<file path="src/rtl/nor_pkg.sv">
package nor_pkg;

    localparam int ADDR_W = 21;
    localparam int SECT_W = 5;
    localparam int NSECT  = 1 << SECT_W;
    localparam int CMP_W  = 15;

    localparam logic [CMP_W-1:0] UNLOCK_ADR_A = 15'h5555;
    localparam logic [CMP_W-1:0] UNLOCK_ADR_B = 15'h2AAA;

    localparam logic [7:0] KEY_FIRST  = 8'hAA;
    localparam logic [7:0] KEY_SECOND = 8'h55;
    localparam logic [7:0] OP_PROGRAM = 8'hA0;
    localparam logic [7:0] OP_ERASE   = 8'h80;
    localparam logic [7:0] OP_WHOLE   = 8'h10;
    localparam logic [7:0] OP_SECTOR  = 8'h30;

    typedef enum logic [2:0] {
        DC_IDLE,
        DC_KEY1,
        DC_KEY2,
        DC_PDATA,
        DC_EKEY0,
        DC_EKEY1,
        DC_EKEY2
    } dec_state_t;

    typedef enum logic [1:0] {
        EN_READY,
        EN_WINDOW,
        EN_PROG,
        EN_ERASE
    } eng_state_t;

    typedef struct packed {
        logic prog;
        logic chip;
        logic sect;
    } cmd_t;

    function automatic logic [7:0] status_byte(input logic dq7, input logic tog);
        return {dq7, tog, 6'b0};
    endfunction

endpackage

</file>
<file path="src/rtl/nor_cmd_decode.sv">
module nor_cmd_decode
    import nor_pkg::*;
(
    input  logic             clk,
    input  logic             rst,
    input  logic             eng_ready,
    input  logic             we,
    input  logic [CMP_W-1:0] adr_low,
    input  logic [7:0]       wdata,
    output cmd_t             cmd
);

    dec_state_t st, st_n;
    logic at_a, at_b;

    assign at_a = (adr_low == UNLOCK_ADR_A);
    assign at_b = (adr_low == UNLOCK_ADR_B);

    always_comb begin
        st_n = st;
        cmd  = '0;
        if (!eng_ready) begin
            st_n = DC_IDLE;
        end else if (we) begin
            st_n = DC_IDLE;
            case (st)
                DC_IDLE:  if (at_a && wdata == KEY_FIRST)  st_n = DC_KEY1;
                DC_KEY1:  if (at_b && wdata == KEY_SECOND) st_n = DC_KEY2;
                DC_KEY2: begin
                    if (at_a && wdata == OP_PROGRAM)    st_n = DC_PDATA;
                    else if (at_a && wdata == OP_ERASE) st_n = DC_EKEY0;
                end
                DC_PDATA: cmd.prog = 1'b1;
                DC_EKEY0: if (at_a && wdata == KEY_FIRST)  st_n = DC_EKEY1;
                DC_EKEY1: if (at_b && wdata == KEY_SECOND) st_n = DC_EKEY2;
                DC_EKEY2: begin
                    if (at_a && wdata == OP_WHOLE)  cmd.chip = 1'b1;
                    else if (wdata == OP_SECTOR)    cmd.sect = 1'b1;
                end
                default:  st_n = DC_IDLE;
            endcase
        end
    end

    always_ff @(posedge clk) begin
        if (rst) st <= DC_IDLE;
        else     st <= st_n;
    end

    AST_CMD_ONLY_WHEN_READY: assert property (@(posedge clk) disable iff (rst)
        (cmd.prog || cmd.chip || cmd.sect) |-> (we && eng_ready)) else $error("cmd");

endmodule

</file>
<file path="src/rtl/nor_embed_engine.sv">
module nor_embed_engine
    import nor_pkg::*;
#(
    parameter int KEEP_W    = 2,
    parameter int PROG_CYC  = 16,
    parameter int ERASE_CYC = 64,
    parameter int WIN_CYC   = 32
) (
    input  logic              clk,
    input  logic              rst,
    input  logic              we,
    input  logic [SECT_W-1:0] wr_sect,
    input  logic [KEEP_W-1:0] wr_off,
    input  logic [7:0]        wdata,
    input  cmd_t              cmd,
    output logic              busy,
    output logic              ready,
    output logic              is_prog,
    output logic              op_start,
    output logic [NSECT-1:0]  erase_mask,
    output logic              dq7_status,
    output logic              commit_prog,
    output logic              commit_erase,
    output logic [SECT_W-1:0] pa_sect,
    output logic [KEEP_W-1:0] pa_off,
    output logic [7:0]        pa_data
);

    localparam int MAXC  = (PROG_CYC > ERASE_CYC) ?
                           ((PROG_CYC > WIN_CYC) ? PROG_CYC : WIN_CYC) :
                           ((ERASE_CYC > WIN_CYC) ? ERASE_CYC : WIN_CYC);
    localparam int CNT_W = $clog2(MAXC + 1);

    eng_state_t       st;
    logic [CNT_W-1:0] cnt;
    logic             cnt_zero;

    assign cnt_zero     = (cnt == '0);
    assign busy         = (st != EN_READY);
    assign ready        = (st == EN_READY);
    assign is_prog      = (st == EN_PROG);
    assign op_start     = ready && (cmd.prog || cmd.chip || cmd.sect);
    assign dq7_status   = is_prog ? ~pa_data[7] : 1'b0;
    assign commit_prog  = is_prog && cnt_zero;
    assign commit_erase = (st == EN_ERASE) && cnt_zero;

    always_ff @(posedge clk) begin
        if (rst) begin
            st         <= EN_READY;
            cnt        <= '0;
            erase_mask <= '0;
            pa_sect    <= '0;
            pa_off     <= '0;
            pa_data    <= '0;
        end else begin
            case (st)
                EN_READY: begin
                    if (cmd.prog) begin
                        st      <= EN_PROG;
                        cnt     <= CNT_W'(PROG_CYC - 1);
                        pa_sect <= wr_sect;
                        pa_off  <= wr_off;
                        pa_data <= wdata;
                    end else if (cmd.chip) begin
                        st         <= EN_ERASE;
                        cnt        <= CNT_W'(ERASE_CYC - 1);
                        erase_mask <= '1;
                    end else if (cmd.sect) begin
                        st                  <= EN_WINDOW;
                        cnt                 <= CNT_W'(WIN_CYC - 1);
                        erase_mask          <= '0;
                        erase_mask[wr_sect] <= 1'b1;
                    end
                end
                EN_WINDOW: begin
                    if (we && wdata == OP_SECTOR) erase_mask[wr_sect] <= 1'b1;
                    if (cnt_zero) begin
                        st  <= EN_ERASE;
                        cnt <= CNT_W'(ERASE_CYC - 1);
                    end else begin
                        cnt <= cnt - 1'b1;
                    end
                end
                default: begin
                    if (cnt_zero) begin
                        st         <= EN_READY;
                        erase_mask <= '0;
                    end else begin
                        cnt <= cnt - 1'b1;
                    end
                end
            endcase
        end
    end

    AST_BUSY_AFTER_WRITE: assert property (@(posedge clk) disable iff (rst)
        $rose(busy) |-> $past(we)) else $error("busy rose without write");
    AST_COMMIT_ENDS_BUSY: assert property (@(posedge clk) disable iff (rst)
        (commit_prog || commit_erase) |=> !busy) else $error("busy after commit");
    AST_MASK_FROZEN: assert property (@(posedge clk) disable iff (rst)
        (st == EN_ERASE && $past(st) == EN_ERASE) |-> $stable(erase_mask)) else $error("mask");
    AST_RESET_IDLE: assert property (@(posedge clk)
        rst |=> !busy) else $error("busy after reset");

endmodule

</file>
<file path="src/rtl/nor_sector_bank.sv">
module nor_sector_bank #(
    parameter int KEEP_W = 2
) (
    input  logic              clk,
    input  logic              erase_en,
    input  logic              prog_en,
    input  logic [KEEP_W-1:0] prog_off,
    input  logic [7:0]        prog_data,
    input  logic [KEEP_W-1:0] rd_off,
    output logic [7:0]        rd_byte
);

    localparam int DEPTH = 1 << KEEP_W;

    logic [7:0] cells [DEPTH];

    assign rd_byte = cells[rd_off];

    always_ff @(posedge clk) begin
        if (erase_en) begin
            for (int j = 0; j < DEPTH; j++) cells[j] <= 8'hFF;
        end else if (prog_en) begin
            cells[prog_off] <= cells[prog_off] & prog_data;
        end
    end

endmodule

</file>
<file path="src/rtl/nor_array_store.sv">
module nor_array_store
    import nor_pkg::*;
#(
    parameter int KEEP_W = 2
) (
    input  logic              clk,
    input  logic              rst,
    input  logic              rd,
    input  logic [SECT_W-1:0] rd_sect,
    input  logic [KEEP_W-1:0] rd_off,
    input  logic              busy,
    input  logic              is_prog,
    input  logic [NSECT-1:0]  erase_mask,
    input  logic              dq7_status,
    input  logic              op_start,
    input  logic              commit_prog,
    input  logic              commit_erase,
    input  logic [SECT_W-1:0] pa_sect,
    input  logic [KEEP_W-1:0] pa_off,
    input  logic [7:0]        pa_data,
    output logic [7:0]        rdata
);

    logic [7:0] bank_q [NSECT];
    logic       tog;
    logic       show_status;

    for (genvar g = 0; g < NSECT; g++) begin : g_bank
        nor_sector_bank #(.KEEP_W(KEEP_W)) u_bank (
            .clk       (clk),
            .erase_en  (commit_erase && erase_mask[g]),
            .prog_en   (commit_prog && (pa_sect == SECT_W'(g))),
            .prog_off  (pa_off),
            .prog_data (pa_data),
            .rd_off    (rd_off),
            .rd_byte   (bank_q[g])
        );
    end

    assign show_status = busy && (is_prog || erase_mask[rd_sect]);

    always_ff @(posedge clk) begin
        if (rst) begin
            rdata <= '0;
            tog   <= 1'b0;
        end else begin
            if (op_start) tog <= 1'b0;
            if (rd) begin
                if (show_status) begin
                    rdata <= status_byte(dq7_status, tog);
                    tog   <= ~tog;
                end else begin
                    rdata <= bank_q[rd_sect];
                end
            end
        end
    end

    AST_TOGGLE_ALTERNATES: assert property (@(posedge clk) disable iff (rst)
        (rd && show_status && $past(rd && show_status)) |=> (rdata[6] != $past(rdata[6])))
        else $error("toggle");
    AST_RDATA_HOLDS: assert property (@(posedge clk) disable iff (rst)
        !rd |=> $stable(rdata)) else $error("rdata moved");

endmodule

</file>
<file path="src/rtl/nor_cmd_ctrl.sv">
module nor_cmd_ctrl
    import nor_pkg::*;
#(
    parameter int KEEP_W    = 2,
    parameter int PROG_CYC  = 16,
    parameter int ERASE_CYC = 64,
    parameter int WIN_CYC   = 32
) (
    input  logic        clk,
    input  logic        rst,
    input  logic        we,
    input  logic        rd,
    input  logic [20:0] addr,
    input  logic [7:0]  wdata,
    output logic [7:0]  rdata,
    output logic        busy
);

    cmd_t              cmd;
    logic              ready, is_prog, op_start, dq7_status;
    logic              commit_prog, commit_erase;
    logic [NSECT-1:0]  erase_mask;
    logic [SECT_W-1:0] pa_sect;
    logic [KEEP_W-1:0] pa_off;
    logic [7:0]        pa_data;
    logic              unused_addr15;

    assign unused_addr15 = addr[15];

    nor_cmd_decode u_dec (
        .clk       (clk),
        .rst       (rst),
        .eng_ready (ready),
        .we        (we),
        .adr_low   (addr[CMP_W-1:0]),
        .wdata     (wdata),
        .cmd       (cmd)
    );

    nor_embed_engine #(
        .KEEP_W    (KEEP_W),
        .PROG_CYC  (PROG_CYC),
        .ERASE_CYC (ERASE_CYC),
        .WIN_CYC   (WIN_CYC)
    ) u_eng (
        .clk          (clk),
        .rst          (rst),
        .we           (we),
        .wr_sect      (addr[ADDR_W-1 -: SECT_W]),
        .wr_off       (addr[KEEP_W-1:0]),
        .wdata        (wdata),
        .cmd          (cmd),
        .busy         (busy),
        .ready        (ready),
        .is_prog      (is_prog),
        .op_start     (op_start),
        .erase_mask   (erase_mask),
        .dq7_status   (dq7_status),
        .commit_prog  (commit_prog),
        .commit_erase (commit_erase),
        .pa_sect      (pa_sect),
        .pa_off       (pa_off),
        .pa_data      (pa_data)
    );

    nor_array_store #(.KEEP_W(KEEP_W)) u_store (
        .clk          (clk),
        .rst          (rst),
        .rd           (rd),
        .rd_sect      (addr[ADDR_W-1 -: SECT_W]),
        .rd_off       (addr[KEEP_W-1:0]),
        .busy         (busy),
        .is_prog      (is_prog),
        .erase_mask   (erase_mask),
        .dq7_status   (dq7_status),
        .op_start     (op_start),
        .commit_prog  (commit_prog),
        .commit_erase (commit_erase),
        .pa_sect      (pa_sect),
        .pa_off       (pa_off),
        .pa_data      (pa_data),
        .rdata        (rdata)
    );

endmodule

</file>
<file path="config.mk">
export PLATFORM = sky130hd
export DESIGN_NAME = nor_cmd_ctrl
export DESIGN_NICKNAME = d
export VERILOG_FILES = /design/src/rtl/nor_pkg.sv /design/src/rtl/nor_cmd_decode.sv /design/src/rtl/nor_embed_engine.sv /design/src/rtl/nor_sector_bank.sv /design/src/rtl/nor_array_store.sv /design/src/rtl/nor_cmd_ctrl.sv
export SDC_FILE = /design/constraint.sdc
export NUM_CORES = 2
export LEC_CHECK = 0
export ABC_AREA = 1
export BUFFER_PORTS_ARGS = -buffer_cell sky130_fd_sc_hd__buf_4
export CORE_UTILIZATION = 40
export CTS_CLUSTER_DIAMETER = 150
export DETAILED_ROUTE_END_ITERATION = 8
export SLEW_MARGIN = 20
export SYNTH_ARGS = -nofsm -noshare
export SYNTH_HDL_FRONTEND = slang
export SYNTH_SLANG_ARGS = --single-unit
</file>
<file path="constraint.sdc">
create_clock -name clk -period 2.68 [get_ports clk]
set_input_delay 0.268 -clock clk [delete_from_list [all_inputs] [get_ports clk]]
set_output_delay 0.268 -clock clk [all_outputs]
set_load 0.01 [all_outputs]
</file>
-- Yosys cells after proc, flatten, opt, wreduce, memory -nomap -nowiden
Memory sizes are Yosys's and may differ from the RTL's. A register that Yosys moved wholly into a read port is not among the register bits.
Cells that the tools add are included.
- memory bits (read-only): 0
- latch bits: 0
- input port bits: 33
- bits in writable memories: 1024
- memories kept: 32
- word-level logic and storage cells: 622
- output and inout port bits: 9
- register bits after elaboration: 68
- multiply operators: 0
- multiplexer cells: 364
- equal/unequal tests: 54
- reduce and logical (&&, ||, !) cells: 122
- magnitude comparators: 3
- shift operators: 0
- bitwise logic cells: 37
- div/mod/pow operators: 0
- add/subtract/negate cells: 1
- memory list (memory ; depth ; bits a word ; rd ports ; clocked after Yosys merged registers in ; write ports ; line ; source):
    u_store.g_bank[0].u_bank.cells ; 4 ; 8 ; 2 ; 1 ; 4 ; nor_sector_bank.sv:15 ; logic [7:0] cells [DEPTH];
    u_store.g_bank[10].u_bank.cells ; 4 ; 8 ; 2 ; 1 ; 4 ; nor_sector_bank.sv:15 ;
    u_store.g_bank[11].u_bank.cells ; 4 ; 8 ; 2 ; 1 ; 4 ; nor_sector_bank.sv:15 ;
    u_store.g_bank[12].u_bank.cells ; 4 ; 8 ; 2 ; 1 ; 4 ; nor_sector_bank.sv:15 ;
    u_store.g_bank[13].u_bank.cells ; 4 ; 8 ; 2 ; 1 ; 4 ; nor_sector_bank.sv:15 ;
    u_store.g_bank[14].u_bank.cells ; 4 ; 8 ; 2 ; 1 ; 4 ; nor_sector_bank.sv:15 ;
    26 more memories ; n/a ; n/a ; n/a ; n/a ; n/a ; n/a ;
- operator list (cell ; count):
    $mux W8 ; 35
    $and A8 B8 Y8 ; 32
    $reduce_or A8 Y1 ; 32
    $mux W2 ; 103
    $mux W1 ; 203
    $mux W32 ; 5
    $eq A5 B5 Y1 const B ; 16
    $logic_and A1 B1 Y1 ; 75
    $pmux W32 S2 ; 1
    $bmux W8 S5 ; 1
    $eq A5 B4 Y1 const B ; 8
    $mux W7 ; 5
    $or A32 B32 Y32 ; 1
    $eq A8 B8 Y1 const B ; 3
    $eq A5 B3 Y1 const B ; 4
    $mux W3 ; 6
    $eq A15 B14 Y1 const B ; 1
    $eq A15 B15 Y1 const B ; 1
    $pmux W3 S5 ; 1
    $pmux W7 S2 ; 1
    $eq A5 B2 Y1 const B ; 2
    $eq A3 B3 Y1 const B ; 3
    $eq A8 B5 Y1 const B ; 1
    $eq A8 B6 Y1 const B ; 1
    31 further kinds ; 40

-- Logic depth before layout (Yosys ltp)
- depth in word-level cells: 12
- gate-level depth with buffers: 17
- mapped depth without buffers: 15

-- Hierarchy
From an unflattened synthesis, not the netlist that was laid out.
- cell total of the unflattened synthesis: 8628
- area, all modules: 67716.2 um^2
- by module, submodules not included (module ; seq. area each (um^2) ; cells an instance ; instances ; area an instance (um^2)):
    nor_sector_bank ; 960.9 ; 225 ; 32 ; 1881.8
    nor_array_store ; 180.2 ; 807 ; 1 ; 3798.6
    nor_embed_engine ; 1121.1 ; 502 ; 1 ; 3129.3
    nor_cmd_decode ; 60.1 ; 119 ; 1 ; 570.5

-- Worst setup path after synthesis
No wires, ideal clock.
- path kind: register to register
- from: register u_eng.cnt[0]
- to: memory u_store.g_bank[9].u_bank.cells[0][0] (enable)
- required time: 2296 ps
- cell stages (with the launch flop): 16
- setup slack: -7 ps
- library setup time: 384 ps
- buffers on the path: 1
- clock period less this slack: 2687 ps
- arrival: 2303 ps
- path through: dfxtp_1 inv_1 ha_1 inv_1 nor2_1 nand2_2 nor2_2 inv_2 nor2_2 inv_2 nor2_4 inv_4 buf_6 nor2_8 inv_2 o21ai_0
- RTL lines (item ; line ; source):
    start, declared ; nor_embed_engine.sv:35 ; logic [CNT_W-1:0] cnt;
    start signal, assigned ; nor_embed_engine.sv:60 ; cnt <= CNT_W'(PROG_CYC - 1);
    start signal, assigned ; nor_embed_engine.sv:66 ; cnt <= CNT_W'(ERASE_CYC - 1);
    start signal, assigned ; nor_embed_engine.sv:70 ; cnt <= CNT_W'(WIN_CYC - 1);
    end, declared ; nor_sector_bank.sv:15 ;

==> flow_summary_export.csv <==
group,metric,value,unit
grt,grtUsageTotal,27.45,%
setup_path,r2r-start,"u_eng.cnt[1]$_SDFFE_PP0P_",
power_and_ir_drop,p_per_area,542.6,nW/um^2
setup_path,arrival,3.03,ns
yosys,synth_seq_cells,1094,
grt,grt_pass1_vias,51630,
detailed_routing,drt-total-wl,214300,microns
finish,final_nets,7761,
setup_path,r2r_cells,16,
finish,stdcell_area,70190,sq um
min_path,min_path_cells,4,
setup_path,start_kind,"flop",
cts,clkTransAtPathRegs,0.06,ns
cts,h-tree-depth,3,
cts,post_cts_buffers,0,
run,maxCapViolations,0,
detailed_routing,first_pass_iters,6,
detailed_routing,wire_per_inst,21.76,microns
detailed_routing,routed_via_density,5.566,
outcome,run_status,"finished clean",
cts,cts_made_buffers,121,
yosys,ys_seq_area_share,52.84,%
floorplanning,core-area,150500,sq um
sta,period_minus_slack,2.547,ns
sta,finalHoldViolCount,0,
finish,fin_cells,9847,
sta,setup_viol,0,
finish,drive_gt1_share,10.75,%
cts,cts_tree,"done",
detailed_routing,wl_met1,85660,microns
yosys,avgSynthCellArea,7.987,sq um
min_path,hold_start,"rst",
setup_path,worstPathMaxFanout,12,
grt,antenna_found_initial,5,
sta,period_share,95.05,%
grt,grt_max_degree,140,
floorplanning,die_width,392.0,microns
placement,place_congestion,0.9106,
floorplanning,initial_utilization,40.43,%
power_and_ir_drop,finalPower,38.09,mW
detailed_routing,routed.top_layer,"met5",
sta,max_freq,392.6,MHz
detailed_routing,drt_iter0_markers,6278,
setup_path,endpoint_kind,"flop",
floorplanning,dieArea,153700,sq um
floorplanning,pin_count,42,
cts,clock-root-buffer,"clkbuf_16",
yosys,synthCells,7618,
power_and_ir_drop,ir_drop,0.4898,mV
min_path,hold-path-endpoint,"u_eng.pa_data[3]$_SDFFE_PP0P_",
setup_path,critPathKind,"reg2reg",
setup_path,worstPathRequired,3.16,ns
sta,slew_viol_final,0,
finish,areaGrowthSynthToFinish,15.37,%
detailed_routing,met2_length,99170,microns
grt,overflow,0,
yosys,syn-cell-area,60840,sq um
setup_path,r2r-end,"u_store.g_bank[17].u_bank.cells[2][6]$_SDFFCE_PN1P_",
sta,slew_headroom,32.96,%
detailed_routing,ant_nets,0,
sta,tightest_slew,1.006,ns
yosys,yosysWarningCount,0,
grt,grt_pass1_wl,317900,microns
cts,clkSinkCount,1094,
yosys,syn_nets,7653,
min_path,min_path_type,"in2reg",
placement,placed_area,66020,sq um
sta,rsz0062_at_grt,"no",
placement,place.port_buffers,40,
detailed_routing,num_vias,54810,
floorplanning,num_rows,142,
placement,dp_hpwl,135100,microns
cts,clk_path_buf_depth,3,
detailed_routing,wl_met3,19640,microns
cts,clk_latency,0.77,ns
setup_path,ff2ff_setup_slack,0.13,ns
detailed_routing,drc,0,
yosys,synth.distinct_cells,39,
power_and_ir_drop,power.leakage,27.51,nW
placement,place_inst,9602,
sta,fin_skew,0.03418,ns
floorplanning,die_h,392.0,microns
-- how the worst max path moves through the flow --
stage                              startpoint                                             endpoint  slack, ns  cells past startpoint
finish              u_eng.cnt[1]$_SDFFE_PP0P_  u_store.g_bank[17].u_bank.cells[2][6]$_SDFFCE_PN1P_       0.13                     16
global route        u_eng.cnt[1]$_SDFFE_PP0P_       u_store.g_bank[5].u_bank.cells[3][6]$_DFFE_PP_      0.009                     16
floorplan           u_eng.cnt[0]$_SDFFE_PP0P_   u_store.g_bank[9].u_bank.cells[0][0]$_SDFFCE_PN1P_     -0.007                     15
global placement                      addr[0]                        u_store.rdata[4]$_SDFFE_PP0P_      -0.12                     15
CTS                 u_eng.cnt[1]$_SDFFE_PP0P_  u_store.g_bank[17].u_bank.cells[1][6]$_SDFFCE_PN1P_       0.06                     16
detailed placement                    addr[0]                        u_store.rdata[4]$_SDFFE_PP0P_      -0.16                     15
-- stage by stage --
stage,setup slack (ns),utilization (%),hold WS [ns],TNS [ns]
after floorplan,-0.006772,-,0.4307,-0.2167
after global placement,-0.1190,43.87,0.4590,-2.663
after detailed placement,-0.1551,43.87,0.4673,-0.6130
after CTS,0.05740,46.63,0.02352,0
after global routing,0.008702,46.64,0.07639,0
final,0.1326,46.65,0.05697,0
-- layer usage --
layer	up-vias	GRT usage, %
met1	26000	36.21
li1	25670	-
met3	510	4.262
met2	2624	44.64
met4	6	11.80
met5	-	0
-- state kept, by name, summed over array words and instances, names as in the netlist, named ones only --
name                         count
u_dec.st                         3
u_eng.st                         2
u_eng.pa_data                    8
u_store.g_bank.u_bank.cells   1024
u_eng.pa_sect                    5
u_eng.erase_mask                32
u_eng.pa_off                     2
u_eng.cnt                        7
u_store.rdata                    8
u_store.tog                      1
-- report_power, final --
part	switching (mW)	internal (mW)	leakage, nW
Combinational	1.73	0.803	12.9
Clock	7.18	9.81	1.93
Sequential	0.0975	18.5	12.7
Total	9.01	29.1	27.5
-- final cells by class --
type | count | area, sq um
fill | 14580 | 80290
tap | 2016 | 2522
multi-input combinational | 5200 | 23590
clock buffer | 152 | 3217
timing repair buffer | 514 | 4896
inverter | 795 | 3027
sequential | 1094 | 32180
antenna | 2 | 5.005
clock inverter | 74 | 758.2
-- layout by cell type, fill, tap and decap left out, types with 3 or more instances in the layout --
cell / count
inv_1: 734
buf_12: 78
nand2_1: 2254
a221o_1: 5
clkinvlp_4: 8
nor2_4: 42
clkbuf_16: 123
bufinv_16: 14
clkinv_2: 26
inv_6: 5
dlygate4sd3_1: 17
nor3_1: 8
o211ai_1: 126
dfxtp_2: 3
nand4_1: 12
clkinv_1: 22
inv_2: 53
clkbuf_1: 26
dfxtp_1: 60
dfxtp_4: 7
a21oi_1: 665
edfxtp_1: 1024
nor2_1: 428
inv_8: 4
nor2_8: 12
clkbuf_8: 3
nor2_2: 31
o21ai_0: 1002
nand3_1: 571
xor2_1: 3
o22ai_1: 10
buf_4: 416
nand2_2: 6
o21ai_1: 12
-- cell usage after synthesis, drive strengths merged --
cell type  count  area [sq um]
nand2       2260          8496
edfxtp      1024         30750
o21ai       1015          5080
inv          793          2982
a21oi        665          3328
nand3        571          2858
nor2         513          2454
clkbuf       343          1289
buf          186         890.8
o211ai       126         945.9
dfxtp         70          1401
nand4         12         75.07
o22ai         10         62.56
nor3           9         50.05
a221o          5         50.05
xor2           3         26.28
clkinv         2         7.510
ha             2         25.02
nor4           2         18.77
a21boi         1         7.510
a31o           1         8.760
a31oi          1         6.260
o2111ai        1         8.760
o31ai          1         7.510
o41ai          1         8.760
or2            1         6.260
-- worst max-delay path, stage by stage (launching register included) --
cell and delay, ns:
dfxtp_1 0.31, inv_1 0.09, ha_1 0.15, inv_1 0.05
nor2_1 0.11, nand2_2 0.08, nor2_2 0.11, inv_2 0.06
nor2_4 0.14, inv_2 0.08, nor2_4 0.12, inv_6 0.14
buf_4 0.21, nor2_8 0.09, inv_1 0.09, o21ai_0 0.23
buf_4 0.21
-- cells by family after synthesis --
| family | after synthesis | synth area share (%) |
|---|---|---|
| simple gates | 3368 | 22.94 |
| xor+xnor | 3 | 0.04319 |
| flops | 1094 | 52.84 |
| buf+inv | 1324 | 8.495 |
| compound gates | 1827 | 15.64 |
| fa+ha+maj | 2 | 0.04112 |
-- repair_timing --
action                                 in CTS  in global routing
endpoints found under the hold margin      24                  0
gates cloned                                0                  0
resized for setup                           5                 16
hold buffers                               17                  0
setup endpoints to repair                  76                132
No activity file was read; power rests on OpenSTA's default activity.
